===== config.mk =====
export PLATFORM = sky130hd
export DESIGN_NAME = usbd_irq_status
export DESIGN_NICKNAME = d
export VERILOG_FILES = /design/src/rtl/usbd_irq_pkg.sv /design/src/rtl/usbd_irq_frame_timer.sv /design/src/rtl/usbd_irq_ep_router.sv /design/src/rtl/usbd_irq_sticky.sv /design/src/rtl/usbd_irq_cfg.sv /design/src/rtl/usbd_irq_status.sv
export SDC_FILE = /design/constraint.sdc
export NUM_CORES = 1
export LEC_CHECK = 0
export CAP_MARGIN = 15
export CORE_MARGIN = 3
export CORE_UTILIZATION = 38
export DETAILED_ROUTE_END_ITERATION = 6
export GPL_TIMING_DRIVEN = 1
export PLACE_DENSITY_LB_ADDON = 0.15
export SYNTH_ARGS = -nofsm -noshare
export SYNTH_HDL_FRONTEND = slang
export SYNTH_HIERARCHICAL = 1
export SYNTH_SLANG_ARGS = --single-unit

===== constraint.sdc =====
create_clock -name clk -period 5.6 [get_ports clk]
set_input_delay 0.84 -clock clk [delete_from_list [all_inputs] [get_ports clk]]
set_output_delay 0.84 -clock clk [all_outputs]
set_load 0.005 [all_outputs]

===== src/rtl/usbd_irq_pkg.sv =====
package usbd_irq_pkg;
  localparam int unsigned STAT_W   = 10;
  localparam int unsigned DATA_W   = 32;
  localparam int unsigned ADDR_W   = 3;

  localparam int unsigned B_FRAME  = 0;
  localparam int unsigned B_FAST   = 1;
  localparam int unsigned B_SLOW   = 2;
  localparam int unsigned B_DEV    = 3;
  localparam int unsigned B_CEMPTY = 4;
  localparam int unsigned B_CFULL  = 5;
  localparam int unsigned B_RXEND  = 6;
  localparam int unsigned B_TXEND  = 7;
  localparam int unsigned B_REAL   = 8;
  localparam int unsigned B_ERR    = 9;

  localparam logic [STAT_W-1:0] STAT_RST = 10'h010;

  typedef enum logic [ADDR_W-1:0] {
    A_STATUS = 3'd0,
    A_CLEAR  = 3'd1,
    A_MASK   = 3'd2,
    A_PRIO   = 3'd3,
    A_GLOBAL = 3'd4
  } reg_addr_e;
endpackage


===== src/rtl/usbd_irq_frame_timer.sv =====
module usbd_irq_frame_timer #(
  parameter int unsigned FRAME_CYCLES = 48000
) (
  input  logic clk,
  input  logic rst_ni,
  output logic tick_o
);
  localparam int unsigned CNT_W = (FRAME_CYCLES > 1) ? $clog2(FRAME_CYCLES) : 1;
  localparam logic [CNT_W-1:0] LAST = CNT_W'(FRAME_CYCLES - 1);

  logic [CNT_W-1:0] cnt_q, cnt_d;
  logic             wrap;

  always_comb begin
    wrap  = (cnt_q == LAST);
    cnt_d = wrap ? '0 : cnt_q + 1'b1;
  end

  always_ff @(posedge clk or negedge rst_ni) begin
    if (!rst_ni) cnt_q <= '0;
    else         cnt_q <= cnt_d;
  end

  assign tick_o = wrap;

  generate
    if (FRAME_CYCLES > 1) begin : g_chk

      frame_gap_chk: assert property (@(posedge clk) disable iff (!rst_ni)
        tick_o |=> !tick_o);
    end
  endgenerate
endmodule


===== src/rtl/usbd_irq_ep_router.sv =====
module usbd_irq_ep_router #(
  parameter int unsigned NUM_EP = 32
) (
  input  logic [NUM_EP-1:0] ep_irq_i,
  input  logic [NUM_EP-1:0] prio_i,
  output logic              fast_o,
  output logic              slow_o
);
  logic [NUM_EP-1:0] fast_v, slow_v;

  genvar e;
  generate
    for (e = 0; e < NUM_EP; e++) begin : g_ep
      assign fast_v[e] = ep_irq_i[e] &  prio_i[e];
      assign slow_v[e] = ep_irq_i[e] & ~prio_i[e];
    end
  endgenerate

  assign fast_o = |fast_v;
  assign slow_o = |slow_v;
endmodule


===== src/rtl/usbd_irq_sticky.sv =====
module usbd_irq_sticky #(
  parameter int unsigned WIDTH = 10,
  parameter logic [WIDTH-1:0] RST_VAL = '0
) (
  input  logic             clk,
  input  logic             rst_ni,
  input  logic [WIDTH-1:0] set_i,
  input  logic [WIDTH-1:0] clr_i,
  output logic [WIDTH-1:0] q_o
);
  logic [WIDTH-1:0] q_q, q_d;

  genvar b;
  generate
    for (b = 0; b < WIDTH; b++) begin : g_bit
      always_comb begin
        if (set_i[b])      q_d[b] = 1'b1;
        else if (clr_i[b]) q_d[b] = 1'b0;
        else               q_d[b] = q_q[b];
      end

      always_ff @(posedge clk or negedge rst_ni) begin
        if (!rst_ni) q_q[b] <= RST_VAL[b];
        else         q_q[b] <= q_d[b];
      end


      set_wins_chk: assert property (@(posedge clk) disable iff (!rst_ni)
        set_i[b] |=> q_o[b]);

      clear_chk: assert property (@(posedge clk) disable iff (!rst_ni)
        (!set_i[b] && clr_i[b]) |=> !q_o[b]);

      sticky_chk: assert property (@(posedge clk) disable iff (!rst_ni)
        (!set_i[b] && !clr_i[b]) |=> $stable(q_o[b]));
    end
  endgenerate

  assign q_o = q_q;
endmodule


===== src/rtl/usbd_irq_cfg.sv =====
module usbd_irq_cfg
  import usbd_irq_pkg::*;
#(
  parameter int unsigned NUM_EP = 32
) (
  input  logic              clk,
  input  logic              rst_ni,
  input  logic              wr_i,
  input  logic [ADDR_W-1:0] addr_i,
  input  logic [DATA_W-1:0] wdata_i,
  output logic [STAT_W-1:0] mask_o,
  output logic [NUM_EP-1:0] prio_o,
  output logic              glb_o
);
  logic [STAT_W-1:0] mask_q, mask_d;
  logic [NUM_EP-1:0] prio_q, prio_d;
  logic              glb_q,  glb_d;
  logic              mask_en, prio_en, glb_en;

  always_comb begin
    mask_en = wr_i && (addr_i == A_MASK);
    prio_en = wr_i && (addr_i == A_PRIO);
    glb_en  = wr_i && (addr_i == A_GLOBAL);
    mask_d  = mask_en ? wdata_i[STAT_W-1:0] : mask_q;
    prio_d  = prio_en ? wdata_i[NUM_EP-1:0] : prio_q;
    glb_d   = glb_en  ? wdata_i[0]          : glb_q;
  end

  always_ff @(posedge clk or negedge rst_ni) begin
    if (!rst_ni) begin
      mask_q <= '0;
      prio_q <= '0;
      glb_q  <= 1'b1;
    end else begin
      mask_q <= mask_d;
      prio_q <= prio_d;
      glb_q  <= glb_d;
    end
  end

  assign mask_o = mask_q;
  assign prio_o = prio_q;
  assign glb_o  = glb_q;


  glb_write_chk: assert property (@(posedge clk) disable iff (!rst_ni)
    glb_en |=> (glb_o == $past(wdata_i[0])));
endmodule


===== src/rtl/usbd_irq_status.sv =====
module usbd_irq_status
  import usbd_irq_pkg::*;
#(
  parameter int unsigned NUM_EP       = 32,
  parameter int unsigned FRAME_CYCLES = 48000
) (
  input  logic              clk,
  input  logic              rst_n,
  input  logic              ev_bus_reset,
  input  logic              ev_suspend_chg,
  input  logic              ev_connect_chg,
  input  logic              ev_cmd_empty,
  input  logic              ev_cmd_full,
  input  logic              ev_rx_end,
  input  logic              ev_tx_end,
  input  logic              ev_ep_realized,
  input  logic              ev_error,
  input  logic [NUM_EP-1:0] ep_irq,
  input  logic [2:0]        reg_addr,
  input  logic              reg_wr,
  input  logic [31:0]       reg_wdata,
  output logic [31:0]       reg_rdata,
  output logic              irq_out
);
  logic [1:0]        rst_sync_q;
  logic              rst_ni;
  logic              frame_tick, ep_fast, ep_slow;
  logic [STAT_W-1:0] set_v, clr_v, stat, mask;
  logic [NUM_EP-1:0] prio;
  logic              glb;

  initial begin
    if (NUM_EP < 1 || NUM_EP > DATA_W) $error("NUM_EP out of range");
  end

  always_ff @(posedge clk or negedge rst_n) begin
    if (!rst_n) rst_sync_q <= 2'b00;
    else        rst_sync_q <= {rst_sync_q[0], 1'b1};
  end
  assign rst_ni = rst_sync_q[1];

  usbd_irq_frame_timer #(.FRAME_CYCLES(FRAME_CYCLES)) u_timer (
    .clk(clk), .rst_ni(rst_ni), .tick_o(frame_tick));

  usbd_irq_ep_router #(.NUM_EP(NUM_EP)) u_router (
    .ep_irq_i(ep_irq), .prio_i(prio), .fast_o(ep_fast), .slow_o(ep_slow));

  usbd_irq_cfg #(.NUM_EP(NUM_EP)) u_cfg (
    .clk(clk), .rst_ni(rst_ni), .wr_i(reg_wr), .addr_i(reg_addr),
    .wdata_i(reg_wdata), .mask_o(mask), .prio_o(prio), .glb_o(glb));

  always_comb begin
    set_v           = '0;
    set_v[B_FRAME]  = frame_tick;
    set_v[B_FAST]   = ep_fast;
    set_v[B_SLOW]   = ep_slow;
    set_v[B_DEV]    = ev_bus_reset | ev_suspend_chg | ev_connect_chg;
    set_v[B_CEMPTY] = ev_cmd_empty;
    set_v[B_CFULL]  = ev_cmd_full;
    set_v[B_RXEND]  = ev_rx_end;
    set_v[B_TXEND]  = ev_tx_end;
    set_v[B_REAL]   = ev_ep_realized;
    set_v[B_ERR]    = ev_error;
    clr_v = (reg_wr && reg_addr == A_CLEAR) ? reg_wdata[STAT_W-1:0] : '0;
  end

  usbd_irq_sticky #(.WIDTH(STAT_W), .RST_VAL(STAT_RST)) u_stat (
    .clk(clk), .rst_ni(rst_ni), .set_i(set_v), .clr_i(clr_v), .q_o(stat));

  always_comb begin
    reg_rdata = '0;
    case (reg_addr)
      A_STATUS: reg_rdata[STAT_W-1:0] = stat;
      A_MASK:   reg_rdata[STAT_W-1:0] = mask;
      A_PRIO:   reg_rdata[NUM_EP-1:0] = prio;
      A_GLOBAL: reg_rdata[0]          = glb;
      default:  reg_rdata = '0;
    endcase
  end

  assign irq_out = glb & (|(stat & mask));


  ep_fast_chk: assert property (@(posedge clk) disable iff (!rst_ni)
    (|(ep_irq & prio)) |=> reg_rdata[B_FAST] || reg_addr != A_STATUS);

  ep_slow_chk: assert property (@(posedge clk) disable iff (!rst_ni)
    (|(ep_irq & ~prio)) |=> stat[B_SLOW]);

  dev_stat_chk: assert property (@(posedge clk) disable iff (!rst_ni)
    (ev_bus_reset || ev_suspend_chg || ev_connect_chg) |=> stat[B_DEV]);

  status_ro_chk: assert property (@(posedge clk) disable iff (!rst_ni)
    (reg_wr && reg_addr == A_STATUS && !frame_tick && !ep_fast && !ep_slow
     && !set_v[B_DEV] && set_v[STAT_W-1:B_CEMPTY] == '0) |=> $stable(stat));
endmodule


# After elaboration in Yosys (flattened, before gate mapping)
# Cells that the tools add are included.
classes:
  eq_ne: 5
  n_mux: 25
  bitwise: 100
  reduce_logical: 18
  add_sub_neg: 1
ops:
  columns: ["op", "n"]
  rows:
  - ["bitwise AND 1 bit", 65]
  - ["OR reduction 32 bit", 2]
  - ["NOT 1 bit", 32]
  - ["one-hot mux 9 bit (3 select lines)", 1]
  - ["two-way mux 22 bit", 1]
  - ["two-way mux 1 bit", 20]
  - ["nonzero test 2 bit", 10]
  - ["adder 16 x 1 -> 16 bit, second input constant", 1]
  - ["equality test 16 bit, second input constant", 1]
  - ["two-way mux 16 bit", 1]
  - ["bitwise AND 10 bit", 1]
  - ["two-way mux 10 bit", 1]
  - ["OR reduction 10 bit", 1]
  - ["equality test 3 x 2 -> 1 bit, second input constant", 2]
  - ["logical AND 1 bit", 4]
  - ["one-hot mux 1 bit (4 select lines)", 1]
  - ["equality test 3 x 1 -> 1 bit, second input constant", 1]
  - ["equality test 3 bit, second input constant", 1]
  - ["logical NOT 3 bit", 1]
  - ["bitwise OR 1 bit", 2]
word_totals:
  reg_bits: 71
  elab_cells: 164
  inputBits: 79
  output_inout_bits: 33

# Depth between registers and ports, before layout
depth:
  ltp_word: 5
  depth_mapped: 6
  mapped_depth_nobuf: 5

# Cells and area by module
# The synthesis kept the hierarchy.
by_module_without_submodules:
  columns: ["mod", "area_each_um2", "n_inst", "cells_per_inst", "seq_area_each_um2"]
  rows:
  - ["usbd_irq_cfg", 1805.5, 1, 93, 1077.3]
  - ["usbd_irq_frame_timer", 804.5, 1, 73, 400.4]
  - ["usbd_irq_status", 633.1, 1, 92, 50.0]
  - ["usbd_irq_ep_router", 409.1, 1, 74, 0.0]
  - ["usbd_irq_sticky", 364.1, 1, 30, 251.5]

# Least setup slack after synthesis
# No wires, ideal clock.
synth_timing:
  path_kind: "input port to output port"
  startpoint: "input reg_addr[1]"
  endpoint: "output reg_rdata[22]"
  path_stages: 5
  t_required_ns: 4.760
  path_slack_ns: 3.171
  arrival_time_ns: 1.589
  cell_sequence: "and2_1 > buf_4 > and2b_4 > buf_2 > and2_1"
synth_via:
  elab_chain_cells: 2
synth_lines:
  columns: ["element", "line_no", "text"]
  rows:
  - ["from (decl)", "usbd_irq_status.sv:19", "input logic [2:0] reg_addr,"]
  - ["equality test 3 x 2 -> 1 bit", "usbd_irq_status.sv:72", "case (reg_addr)"]
  - ["two-way mux 22 bit", "usbd_irq_status.sv:72", null]
  - ["to (decl)", "usbd_irq_status.sv:22", "output logic [31:0] reg_rdata,"]
# Every way passes these cells.

# Final worst setup path
layout_timing:
  startpoint: "input reg_addr[1]"
  endpoint: "output reg_rdata[0]"
layout_via:
  elab_chain_cells: 2
layout_lines:
  columns: ["element", "line_no"]
  rows:
  - ["equality test 3 bit, or another cell as far along", "usbd_irq_status.sv:72"]
  - ["one-hot mux 1 bit (4 select lines) (*)", "usbd_irq_status.sv:72"]
# Every way passes the cells marked *; elsewhere a longest branch is shown, timed or not.

==> run_results.csv <==
group,metric,value,unit
floorplan,rows,36,
timing,maxSlewViolCount,0,
floorplan,die_width,108.8,um
clocking,cts_htree_levels,3,
critical_path,worstRegToRegCells,5,
synthesis,ys.flop_type,"dfrtp_1",
floorplan,die_area,0.01184,mm2
critical_path,critPathKind,"in -> out",
power,cellPowerDensity,247.3,mW/mm2
place,portBuffers,111,
synthesis,syn_area_per_cell,11.09,um2
timing,tightest_slew,0.8892,ns
critical_path,worstSetupStartpointType,"input pin",
grt,grt_use_total,0.1781,
critical_path,cp-end-kind,"primary output",
floorplan,initial_core_util,0.3999,
place,gp_congestion,0.7801,
synthesis,synth-async-reset-ratio,1.000,
clocking,numCtsBuffers,9,
critical_path,path_cells,"clkdlybuf4s50_1 -> and2_1 -> and2b_4 -> o2bb2ai_1 -> clkdlybuf4s50_1",
finish,nets,554,
synthesis,ys_types,47,
finish,final_cell_mix,"111 x clkdlybuf4s50_1, 68 x dfrtp_1, 43 x inv_1",
synthesis,synth-edff-count,0,
grt,overflow,0,
finish,fin_cells,612,
critical_path,reg2reg_slack,3.67,ns
critical_path,arrival,3.34,ns
synthesis,yosysSeqAreaShare,0.4430,
clocking,path_clk_slew,0.07,ns
critical_path,critPathMostFrequentCell,"clkdlybuf4s50_1",
finish,drive_above_1_share,0.1461,
timing,fin_tns_setup,0,ns
timing,finalSetupViolations,0,
floorplan,dieHeight,108.8,um
critical_path,critPathMaxFanout,23,
finish,antenna_cells,0,
route,wl_per_cell,16.63,um
clocking,clock_path_buffers,2,
hold_path,hp-class,"reg -> async",
timing,period_needed,4.175,ns
critical_path,crit_buf_inv,2,
critical_path,r2r_end,"u_timer/cnt_q[5]$_DFF_PN0_",
timing,max_clock_freq,0.2395,GHz
floorplan,core_area,0.01004,mm2
synthesis,synth.area.mux_share,0.1829,
clocking,cts.sinks,71,
clocking,tritoncts,"built",
timing,fin_worst_skew,0.007888,ns
synthesis,synth_seq_cells,71,
clocking,clk_latency,0.34,ns
synthesis,synth_top_family_by_area,"multiplexers",
job,cap_violations,0,
finish,area_delta_synth_final,33.83,%
synthesis,synth-simple-area-share,0.1751,
clocking,cts_hold_buf,0,
critical_path,worstReg2RegStart,"u_timer/cnt_q[0]$_DFF_PN0_",
route,viasPerCell,5.031,
grt,grt_pass1_wl,16100,um
clocking,clock_tree.root_cell,"clkbuf_8",
synthesis,syn-instance-count,362,
synthesis,synth_fp_nets,442,
route,firstDrtPassIters,4,
critical_path,critPathTopFamily,"buffers and inverters",
timing,maxSlewHeadroom,0.4063,
clocking,cts_resized,0,
synthesis,synthesis.area,0.004016,mm2
place,dp.cells,596,
synthesis,synth_compound_area_frac,0.1022,
grt,grt_max_degree,50,
power,irDropWorstVdd,0.1288,mV
place,dp_hpwl,7623,um
finish,layout_commonest_cell,"clkdlybuf4s50_1",
route,drt_iter0_markers,94,
synthesis,synth-warning-count,6,
clocking,cts_setup_buffers,0,
critical_path,cpMaxStageDelayCell,"clkdlybuf4s50_1",
route,wl,10180,um
synthesis,yosys.area_share.adder,0.003115,
route,vias,3079,
floorplan,io_pins,112,
timing,fin_crit_sh,0.7456,
timing,rsz0062_at_grt,"false",
route,drtAntennaViolNets,0,
timing,hold_violations,0,
critical_path,max_stage_delay,0.99,ns
grt,grt_pass1_vias,3115,
synthesis,synth_xor_xnor_area_share,0.03053,
critical_path,required,4.76,ns
outcome,outcome,"complete, no violations",
power,leakage,0.002380,uW
grt,antenna_found_initial,0,
route,drc_errors,0,
## worst max path at each step
stage / startpoint / to / cells past startpoint
floorplan: reg_addr[1] / reg_rdata[22] / 5
global placement: reg_addr[1] / reg_rdata[0] / 5
detailed placement: reg_addr[1] / reg_rdata[0] / 5
CTS: reg_addr[1] / reg_rdata[0] / 5
global route: reg_addr[1] / reg_rdata[0] / 5
finish: reg_addr[1] / reg_rdata[0] / 5
## cell type report
cell class / count / area (um2)
fillers: 911 / 4669
clock inverters: 1 / 5.005
multi-input cells: 237 / 1987
well taps: 133 / 166.4
inverters: 43 / 161.4
flip-flops and latches: 71 / 1780
clock buffers: 15 / 156.4
repair buffers: 112 / 1119
## registers in the layout, summed over array words and instances, names as in the netlist
register,count
u_cfg/prio_o,32
u_timer/cnt_q,16
u_cfg/mask_o,10
u_stat/q_o,10
rst_sync_q,2
u_cfg/glb_o,1
## cells in the mapped netlist, types with 3 or more instances
| library cell | n | area, um2 |
|---|---|---|
| dfrtp_1 | 69 | 1727 |
| inv_1 | 43 | 161.4 |
| mux2_4 | 40 | 600.6 |
| and2_1 | 35 | 219.0 |
| a22oi_1 | 16 | 120.1 |
| o22ai_1 | 16 | 100.1 |
| nor2_1 | 14 | 52.55 |
| nand2_1 | 13 | 48.80 |
| xnor2_1 | 11 | 96.34 |
| a21o_1 | 10 | 75.07 |
| mux2i_1 | 10 | 100.1 |
| nand4_1 | 10 | 62.56 |
| a21oi_1 | 9 | 45.04 |
| or2_1 | 8 | 50.05 |
| buf_6 | 5 | 56.30 |
| nand3_1 | 5 | 25.02 |
| nor4_1 | 4 | 25.02 |
| mux2_2 | 3 | 33.78 |
| nor3_1 | 3 | 15.01 |
| xor2_1 | 3 | 26.28 |
## report_power, final
group / total [uW] / switching (uW) / internal [uW]
combinational: 309 / 96.6 / 213
clock: 354 / 181 / 173
sequential: 665 / 80.9 / 585
## stage by stage
step	worst slack [ns]	total power [uW]	hold slack, ns	util	cell area [um2]
floorplan	3.171	835.9	0.3312	-	4016
global placement	1.472	980.1	0.2389	0.5191	5214
detailed placement	1.433	986.2	0.2448	0.5191	5214
CTS	1.413	1349	0.2529	0.5351	5375
global route	1.249	1399	0.2740	0.5351	5375
finish	1.425	1329	0.2315	0.5351	5375
## cells by family after synthesis
logic type / count (synthesis)
DFF: 71
muxes: 53
buffers and inverters: 54
other: 1
and+or+nand+nor: 109
AOI/OAI and AO/OA: 59
adders and majority gates: 1
xor gates and xnor gates: 14
## metal layers
metal  part of all wire  up-vias  routed length, um  track usage
met4              0.016        0                166      0.05230
met3              0.049       14                502      0.04500
met2               0.49       70               5007       0.2957
met1               0.44     1502               4502       0.2298
li1                   -     1493                  -            -
met5                  0        -                  0            0
No activity file was read; power rests on OpenSTA's default activity.
